--- config.mk ---
export PLATFORM = sky130hd
export DESIGN_NAME = fdc_cmd_seq
export DESIGN_NICKNAME = d
export VERILOG_FILES = /design/src/rtl/fdc_seq_pkg.sv /design/src/rtl/fdc_op_decode.sv /design/src/rtl/fdc_result_sel.sv /design/src/rtl/fdc_cmd_seq.sv
export SDC_FILE = /design/constraint.sdc
export NUM_CORES = 1
export LEC_CHECK = 0
export ABC_AREA = 1
export BUFFER_PORTS_ARGS = -buffer_cell sky130_fd_sc_hd__buf_2
export CAP_MARGIN = 20
export CORE_MARGIN = 3
export CORE_UTILIZATION = 30
export DETAILED_ROUTE_END_ITERATION = 7
export PLACE_DENSITY = 0.47
export SKIP_CTS_REPAIR_TIMING = 1
export SLEW_MARGIN = 20
export SYNTH_ARGS = -nofsm -noshare
export SYNTH_HDL_FRONTEND = slang
export SYNTH_SLANG_ARGS = --single-unit
--- constraint.sdc ---
create_clock -name clk -period 1.8 [get_ports clk]
set_input_delay 0.36 -clock clk [delete_from_list [all_inputs] [get_ports clk]]
set_output_delay 0.36 -clock clk [all_outputs]
set_load 0.02 [all_outputs]
--- src/rtl/fdc_seq_pkg.sv ---
package fdc_seq_pkg;
    typedef enum logic [1:0] {PH_IDLE, PH_PARAM, PH_EXEC, PH_RESULT} phase_e;
    typedef enum logic [2:0] {K_VERSION, K_LOCK, K_SPECIFY, K_SENSE,
                              K_SEEK, K_RECAL, K_INVALID} kind_e;

    localparam logic [7:0] OP_VERSION = 8'h10;
    localparam logic [6:0] OP_LOCK7   = 7'h14;
    localparam logic [7:0] OP_SPECIFY = 8'h03;
    localparam logic [7:0] OP_SENSE   = 8'h08;
    localparam logic [7:0] OP_SEEK    = 8'h0F;
    localparam logic [7:0] OP_RECAL   = 8'h07;

    localparam int MSR_RQM  = 7;
    localparam int MSR_DIO  = 6;
    localparam int MSR_NDMA = 5;
    localparam int MSR_BUSY = 4;
endpackage

--- src/rtl/fdc_op_decode.sv ---
module fdc_op_decode
    import fdc_seq_pkg::*;
#(
    parameter int CNT_W = 2
) (
    input  logic [7:0]       opcode,
    output kind_e            kind,
    output logic [CNT_W-1:0] n_param,
    output logic [CNT_W-1:0] n_result
);
    always_comb begin
        kind     = K_INVALID;
        n_param  = CNT_W'(0);
        n_result = CNT_W'(1);
        if (opcode == OP_VERSION) begin
            kind = K_VERSION;
        end else if (opcode[6:0] == OP_LOCK7) begin
            kind = K_LOCK;
        end else if (opcode == OP_SPECIFY) begin
            kind     = K_SPECIFY;
            n_param  = CNT_W'(2);
            n_result = CNT_W'(0);
        end else if (opcode == OP_SENSE) begin
            kind     = K_SENSE;
            n_result = CNT_W'(2);
        end else if (opcode == OP_SEEK) begin
            kind     = K_SEEK;
            n_param  = CNT_W'(2);
            n_result = CNT_W'(0);
        end else if (opcode == OP_RECAL) begin
            kind     = K_RECAL;
            n_param  = CNT_W'(1);
            n_result = CNT_W'(0);
        end
    end
endmodule

--- src/rtl/fdc_result_sel.sv ---
module fdc_result_sel
    import fdc_seq_pkg::*;
#(
    parameter int         CNT_W      = 2,
    parameter int         DRV_W      = 2,
    parameter logic [7:0] VERSION_ID = 8'h90
) (
    input  kind_e            kind,
    input  logic [CNT_W-1:0] idx,
    input  logic             lock,
    input  logic             sense_hit,
    input  logic [DRV_W-1:0] drive,
    input  logic [7:0]       cyl,
    output logic [7:0]       res_byte
);
    logic [7:0] st0;

    always_comb begin
        st0 = sense_hit ? (8'h20 | 8'(drive)) : 8'h80;
        case (kind)
            K_VERSION: res_byte = VERSION_ID;
            K_LOCK:    res_byte = {3'b000, lock, 4'b0000};
            K_SENSE:   res_byte = (idx == CNT_W'(0)) ? st0 : cyl;
            default:   res_byte = 8'h80;
        endcase
    end
endmodule

--- src/rtl/fdc_cmd_seq.sv ---
module fdc_cmd_seq
    import fdc_seq_pkg::*;
#(
    parameter int         DRV_W      = 2,
    parameter logic [7:0] VERSION_ID = 8'h90
) (
    input  logic             clk,
    input  logic             rst_n,
    input  logic             reg_sel,
    input  logic             reg_wr,
    input  logic             reg_rd,
    input  logic [7:0]       reg_wdata,
    output logic [7:0]       reg_rdata,
    output logic             pos_start,
    output logic             pos_recal,
    output logic [DRV_W-1:0] pos_drive,
    output logic [7:0]       pos_cyl,
    input  logic             pos_done
);
    localparam int              CNT_W = 2;
    localparam logic [CNT_W-1:0] ONE  = CNT_W'(1);

    typedef struct packed {
        phase_e           phase;
        kind_e            kind;
        logic [CNT_W-1:0] idx;
        logic [CNT_W-1:0] n_par;
        logic [CNT_W-1:0] n_res;
        logic [7:0]       p0;
        logic             lock;
        logic             ndma;
        logic             pend;
        logic             sense_hit;
        logic [DRV_W-1:0] drv;
        logic [7:0]       cyl;
        logic [DRV_W-1:0] x_drv;
        logic [7:0]       x_cyl;
        logic             start;
    } state_t;

    state_t q, d;

    logic             fifo_wr, fifo_rd;
    kind_e            dec_kind;
    logic [CNT_W-1:0] dec_np, dec_nr;
    logic [7:0]       res_byte, msr;

    assign fifo_wr = reg_wr & reg_sel;
    assign fifo_rd = reg_rd & reg_sel;

    fdc_op_decode #(.CNT_W(CNT_W)) u_dec (
        .opcode   (reg_wdata),
        .kind     (dec_kind),
        .n_param  (dec_np),
        .n_result (dec_nr)
    );

    fdc_result_sel #(.CNT_W(CNT_W), .DRV_W(DRV_W), .VERSION_ID(VERSION_ID)) u_res (
        .kind      (q.kind),
        .idx       (q.idx),
        .lock      (q.lock),
        .sense_hit (q.sense_hit),
        .drive     (q.drv),
        .cyl       (q.cyl),
        .res_byte  (res_byte)
    );

    always_comb begin
        d       = q;
        d.start = 1'b0;
        case (q.phase)
            PH_IDLE: if (fifo_wr) begin
                d.kind  = dec_kind;
                d.idx   = CNT_W'(0);
                d.n_par = dec_np;
                d.n_res = dec_nr;
                if (dec_kind == K_LOCK) d.lock = reg_wdata[7];
                if (dec_kind == K_SENSE) begin
                    d.sense_hit = q.pend;
                    d.pend      = 1'b0;
                end
                if (dec_np != CNT_W'(0))      d.phase = PH_PARAM;
                else if (dec_nr != CNT_W'(0)) d.phase = PH_RESULT;
            end
            PH_PARAM: if (fifo_wr) begin
                if (q.idx == q.n_par - ONE) begin
                    d.idx   = CNT_W'(0);
                    d.phase = PH_IDLE;
                    case (q.kind)
                        K_SPECIFY: d.ndma = reg_wdata[0];
                        K_RECAL: begin
                            d.x_drv = reg_wdata[DRV_W-1:0];
                            d.x_cyl = 8'h00;
                            d.start = 1'b1;
                            d.phase = PH_EXEC;
                        end
                        K_SEEK: begin
                            d.x_drv = q.p0[DRV_W-1:0];
                            d.x_cyl = reg_wdata;
                            d.start = 1'b1;
                            d.phase = PH_EXEC;
                        end
                        default: ;
                    endcase
                end else begin
                    d.p0  = reg_wdata;
                    d.idx = q.idx + ONE;
                end
            end
            PH_EXEC: if (pos_done) begin
                d.pend  = 1'b1;
                d.drv   = q.x_drv;
                d.cyl   = q.x_cyl;
                d.phase = PH_IDLE;
            end
            PH_RESULT: if (fifo_rd) begin
                if (q.idx == q.n_res - ONE) begin
                    d.idx   = CNT_W'(0);
                    d.phase = PH_IDLE;
                end else begin
                    d.idx = q.idx + ONE;
                end
            end
            default: d.phase = PH_IDLE;
        endcase
    end

    always_ff @(posedge clk) begin
        if (!rst_n) begin
            q       <= '0;
            q.phase <= PH_IDLE;
            q.kind  <= K_INVALID;
        end else begin
            q <= d;
        end
    end

    always_comb begin
        msr = 8'h00;
        case (q.phase)
            PH_IDLE:   msr[MSR_RQM] = 1'b1;
            PH_PARAM: begin
                msr[MSR_RQM]  = 1'b1;
                msr[MSR_BUSY] = 1'b1;
            end
            PH_EXEC: begin
                msr[MSR_BUSY] = 1'b1;
                msr[MSR_NDMA] = q.ndma;
            end
            PH_RESULT: begin
                msr[MSR_RQM]  = 1'b1;
                msr[MSR_DIO]  = 1'b1;
                msr[MSR_BUSY] = 1'b1;
            end
            default: ;
        endcase
    end

    assign reg_rdata = reg_sel ? ((q.phase == PH_RESULT) ? res_byte : 8'h00) : msr;
    assign pos_start = q.start;
    assign pos_recal = (q.kind == K_RECAL);
    assign pos_drive = q.x_drv;
    assign pos_cyl   = q.x_cyl;

    // Start pulse lasts one cycle and the port stops accepting bytes with it
    assert_start_pulse_R7: assert property (@(posedge clk) disable iff (!rst_n)
        pos_start |=> !pos_start);
    assert_exec_not_ready_R7: assert property (@(posedge clk) disable iff (!rst_n)
        pos_start |-> (!msr[MSR_RQM] && msr[MSR_BUSY]));
    // Completion goes straight back to idle
    assert_done_idle_R8: assert property (@(posedge clk) disable iff (!rst_n)
        (q.phase == PH_EXEC && pos_done) |=> (msr == 8'h80));
    // Last result byte read returns to the command-ready state
    assert_last_read_R3: assert property (@(posedge clk) disable iff (!rst_n)
        (q.phase == PH_RESULT && fifo_rd && q.idx == q.n_res - ONE) |=> (msr == 8'h80));
    // Host writes cannot disturb execution
    assert_exec_write_ignored_R11: assert property (@(posedge clk) disable iff (!rst_n)
        (q.phase == PH_EXEC && fifo_wr && !pos_done) |=> (q.phase == PH_EXEC && !pos_start));
endmodule

* Word-level counts from Yosys, hierarchy flattened
Index checks and enable logic that the tools add are counted.
Widths: inputs -> output; s select.
** Word-level totals
- Register bits :: 38
- Bits in latches :: 0
- Bits in writable memories :: 0
- Bits in read-only memories :: 0
- Bits of input ports :: 14
- Output and inout port bits :: 20
- Logic and storage cells :: 116
- Memories :: 0
** Cells by class
- $add $sub $neg :: 3
- Multipliers :: 0
- Div/mod/pow operators :: 0
- Order comparisons :: 0
- Eq/ne operators :: 26
- Shifts and indexed selects :: 0
- Multiplexer cells :: 47
- Bitwise operators :: 3
- Reduce and logical (&&, ||, !) cells :: 22
** Operators with widths (count)
- $mux 2 :: 25
- $mux 8 :: 4
- $pmux 8 s3 :: 1
- $pmux 11 s2 :: 1
- $reduce_and 4->1 :: 5
- $eq 8x4->1 const B :: 2
- $mux 3 :: 5
- $ne 2x2->1 const B :: 7
- $mux 11 :: 1
- $eq 3x2->1 const B :: 3
- $reduce_and 3->1 :: 3
- $eq 8x2->1 const B :: 1
- $eq 8x3->1 const B :: 1
- $eq 8x5->1 const B :: 1
- $pmux 2 s4 :: 1
- $reduce_bool 2->1 :: 4
- $eq 7x5->1 const B :: 1
- $mux 1 :: 7
- $reduce_and 7->1 :: 1
- $eq 3x1->1 const B :: 2
- $eq 3x3->1 const B :: 2
- $pmux 2 s3 :: 1
- $reduce_or 3->1 :: 2
- $eq 2x2->1 :: 2
- 13 further kinds :: 18

* Logic depth before layout (Yosys ltp)
- Depth after elaboration :: 12
- Depth in mapped cells :: 9
- Gate-level depth less buffers :: 9

* Modules after synthesis
Synthesis repeated with hierarchy kept, for this count alone.
** Unflattened totals
- Cells, all modules :: 351
- Area total of the unflattened synthesis :: 2202.1 um^2
** By module, submodules not included
- fdc_cmd_seq :: times used 1, cells each 274, area an instance 1853.0 um^2, seq. area each 760.7 um^2
- fdc_op_decode :: times used 1, cells each 41, area an instance 180.2 um^2, seq. area each 0.0 um^2
- fdc_result_sel :: times used 1, cells each 36, area an instance 168.9 um^2, seq. area each 0.0 um^2

* Worst setup path before layout
No wires, ideal clock.
- Kind :: register -> output
- Start point :: reg q[37] (netlist name)
- End point :: out reg_rdata[7]
- Arrival :: 1.409 ns
- Required time :: 1.440 ns
- Setup slack :: 0.031 ns
- Stages on the path, launching flop included :: 9
- Buffers on the path :: 1
- Path through :: dfxtp_1 -> inv_2 -> ha_1 -> clkbuf_1 -> nand2_1 -> o211ai_1 -> nand3_1 -> nand2_1 -> a21oi_1
** On the way
- Word-level cells in the longest chain between the ends :: 5
** RTL lines
- start, declared :: RTL line fdc_cmd_seq.sv:41 : state_t q, d;
- $logic_not 2->1 :: RTL line fdc_result_sel.sv:23 : K_SENSE: res_byte = (idx == CNT_W'(0)) ? st0 : cyl;
- $mux 8 :: RTL line fdc_result_sel.sv:23
- $pmux 8 s3 :: RTL line fdc_result_sel.sv:20 : case (kind)
- $mux 8 (2 in a row) :: RTL line fdc_cmd_seq.sv:159 : assign reg_rdata = reg_sel ? ((q.phase == PH_RESULT) ? res_byte : 8'h00) : msr;
- end, declared :: RTL line fdc_cmd_seq.sv:13 : output logic [7:0] reg_rdata,
Every way passes these cells.

* Worst setup path in the final report
Same ends and word-level chain as after synthesis.

==> metrics.md <==
| Metric | Value |
|---|---|
| Routability cong. | 0.826 |
| Crit end category | primary output |
| Worst Hold Launch | reg_wdata[1] |
| Synth area leader | dfxtp_1 |
| YS warnings | 0 |
| Final max-slew violation count | 0 |
| Residual DRC | 0 |
| Seq/Total Area, Yosys | 36.6% |
| Slowest stage delay, CP | 360 ps |
| Clk_skew | 6.10 ps |
| Highest Signal Layer | met4 |
| XOR/XNOR share of the synthesized area | 0% |
| Hold path depth | 3 |
| FMAX | 548 MHz |
| Antenna Nets Post-Route | 0 |
| Root Driver | clkbuf_8 |
| Ys async rst share | 0% |
| Post-synth top cells | nand2_1 (84), nor2_1 (41), dfxtp_1 (38) |
| Via density | 4.69 |
| Port Buf Inserts | 33 |
| Largest family of logic cells by synthesized area | simple AND/OR/NAND/NOR gates |
| Die ar. | 7970 µm² |
| Fin Hold WS | 350 ps |
| Compound-Gate Fraction of Synth Area | 12.2% |
| I/O pin count | 34 |
| Power Dens Cells | 937 nW/µm² |
| Total power | 2.36 mW |
| Least-Margin Pin Slew | 402 ps |
| Fin. Hold Viols | 0 |
| DRT Wirelength | 5630 µm |
| CTS Buffer Depth | 2 |
| Outcome | finished, violations left |
| Period utilization | 101% |
| FF-to-FF Start | q[38] |
| Vias in the first global route | 1965 |
| Cells along the critical path | inv_2, ha_4, nand2_2, o211ai_1, nand3_1, nand2_1, a21oi_2, buf_6 |
| Global route overflow | 0 |
| Max_slew headroom | 73.1% |
| H-tree Lvls | 2 |
| Worst R2R Path Depth | 9 |
| M1 WL | 3070 µm |
| Post-Syn Area | 2080 µm² |
| Worst Path Arrival | 1470 ps |
| Final Setup Violations | 1 |
| Top_reg_cell synth | dfxtp_1 |
| Top post-synthesis cells by area | dfxtp_1 (37%), nand2_1 (15%), nand3_1 (7.5%), nor2_1 (7.4%), a21oi_1 (6.0%) |
| Initial DRC count | 75 |
| Post-synthesis adder-cell area fraction | 0.602% |
| Total CTS buffers | 5 |
| FILL cells | 746 |
| First-pass GRT wire length | 9540 µm |
| Initial Utilization | 31.8% |
| PnR worst setup slack | -25.9 ps |
| Pin count of the biggest net entering global routing | 21 |
| Final-stage net count | 363 |
| Share of layout cells above drive strength 1 | 24.1% |
| CP top delay family | flip-flops |
| Number of cells on the critical path | 8 |
| Total Routing Usage GR | 15.7% |
| Clock latency on the worst-skew pair | 300 ps |
| Worst R2R End | pos_cyl[0] |
| Pleak | 1.19 nW |
| Die H | 89.3 µm |
| Post-Syn Nets | 331 |
| Synth Instances | 316 |
| Met2 WL | 2280 µm |
| Post-synth top area share | 36.6% |
| CP max-delay cell | dfxtp_1 |
| Worst Path Buf+Inv | 2 |
| Hold EP | q[26] |
| Post-Synth Simple-Gate Area | 38.0% |
| TritonRoute pass-1 iters | 5 |
| Initial antenna violation count | 0 |
| Final min period | 1830 ps |
| Sink Count | 38 |
| HPWL after detailed placement | 4360 µm |
| Class of the most critical hold timing path | in -> reg |
| Unique masters post-synth | 31 |
| VDD IR max | 0.326 mV |
| Routed len/inst | 13.2 µm |
| Diode count | 0 |
| Peak fanout along the critical path | 5 |
| Die X | 89.3 µm |
| Area grow syn2layout | 21.2% |
| Row cnt | 29 |
| Synth Register Bits | 38 |
| Worst-path clk slew | 80 ps |
| Startpoint Class | flip-flop |
| Register-to-register setup slack | 250 ps |
| Core Area | 6530 µm² |
| EDFF count, synth | 0 |
| MaxCap Viol Count | 0 |
| RSZ-0062 raised after global routing | yes |
| Failing checks | negative setup slack |
| Mux cell area share after synthesis | 0% |
| Worst setup path class | reg -> out |
| Met3 WL post-DR | 218 µm |
| Most common cell in the netlist | nand2_1 |
| Syn_area_per_cell | 6.58 µm² |
| CTS tree | done |
| Via count | 1998 |
| Req. time, crit path | 1440 ps |
[metrics by stage]
| stage | area [µm²] | setup WS [ps] | std cells | setup TNS, ps | util [%] |
|---|---|---|---|---|---|
| global placement | 2280 | 175 | 416 | 0 | 34.9 |
| global route | 2520 | -109 | 426 | -314 | 38.6 |
| detailed placement | 2280 | 139 | 416 | 0 | 34.9 |
| CTS | 2420 | -194 | 424 | -968 | 37.1 |
| finish | 2520 | -25.9 | 426 | -25.9 | 38.6 |
| floorplan | 2080 | 30.5 | 316 | 0 | - |
[cell families after synthesis]
family | count (synthesis)
simple gates | 175
compound gates | 46
buf+inv | 56
flops | 38
fa+ha+maj | 1
[worst max-delay path by stage]
stage | start | endpoint | slack [ps]
final | q[37] | reg_rdata[7] | -30
after floorplan | q[37] | reg_rdata[7] | 30
after global routing | q[38] | reg_rdata[7] | -110
after detailed placement | q[38] | reg_rdata[4] | 140
after global placement | reg_sel | reg_rdata[5] | 170
after CTS | q[38] | reg_rdata[4] | -190
[registers in the layout, summed over array words and instances (netlist names)]
| register | cells |
|---|---|
| q | 27 |
| pos_drive | 2 |
| pos_start | 1 |
| pos_cyl | 8 |
[final cells by class]
class                   instances  area (µm²)  area share [%]
well taps                      77        96.3            3.82
inverters                      39         151            6.01
clock inverters                 2        60.1            2.38
repair buffers                 42         256            10.2
multi-input cells             222        1100            43.8
clock buffers                   6        82.6            3.28
flip-flops and latches         38         768            30.5
[routing by layer]
layer | track usage [%] | up-vias
li1 | - | 1071
met1 | 23.4 | 888
met2 | 22.3 | 34
met3 | 3.78 | 5
met4 | 4.33 | 0
met5 | 0 | -
[where the power goes]
part / switching (mW) / internal [mW]
registers: 0.0338 / 0.886
clock network: 0.327 / 0.592
logic: 0.344 / 0.179
[tightest hold or removal path, cell delays in order]
cell and delay (ps):
buf_2 120, nor2_1 50, nor2_1 80
[cell usage in the layout, fill, tap and decap left out]
cell       netlist  final
a211o_1          1      1
a211oi_1         1      1
a21oi_1         25     23
a21oi_2          0      2
buf_2            2     28
buf_4           11     11
buf_6            1      3
bufinv_16        0      2
clkbuf_8         0      6
clkinv_1         2      2
dfxtp_1         38     34
dfxtp_2          0      3
dfxtp_4          0      1
ha_4             0      1
inv_1           31     30
inv_2            5      5
inv_4            1      2
nand2_1         84     82
nand2_2          3      5
nand2_4          2      2
nand3_1         31     31
nand3_2          1      1
nand4_1          4      4
nand4_4          1      1
nor2_1          41     39
nor2_2           2      3
nor2_4           4      5
nor3_2           0      2
o211ai_1         2      2
o21a_1           1      1
o21ai_0         11     10
o21ai_1          1      2
o22ai_1          2      2
o31ai_2          0      1
o32ai_1          1      1
No activity file was read; power rests on OpenSTA's default activity.
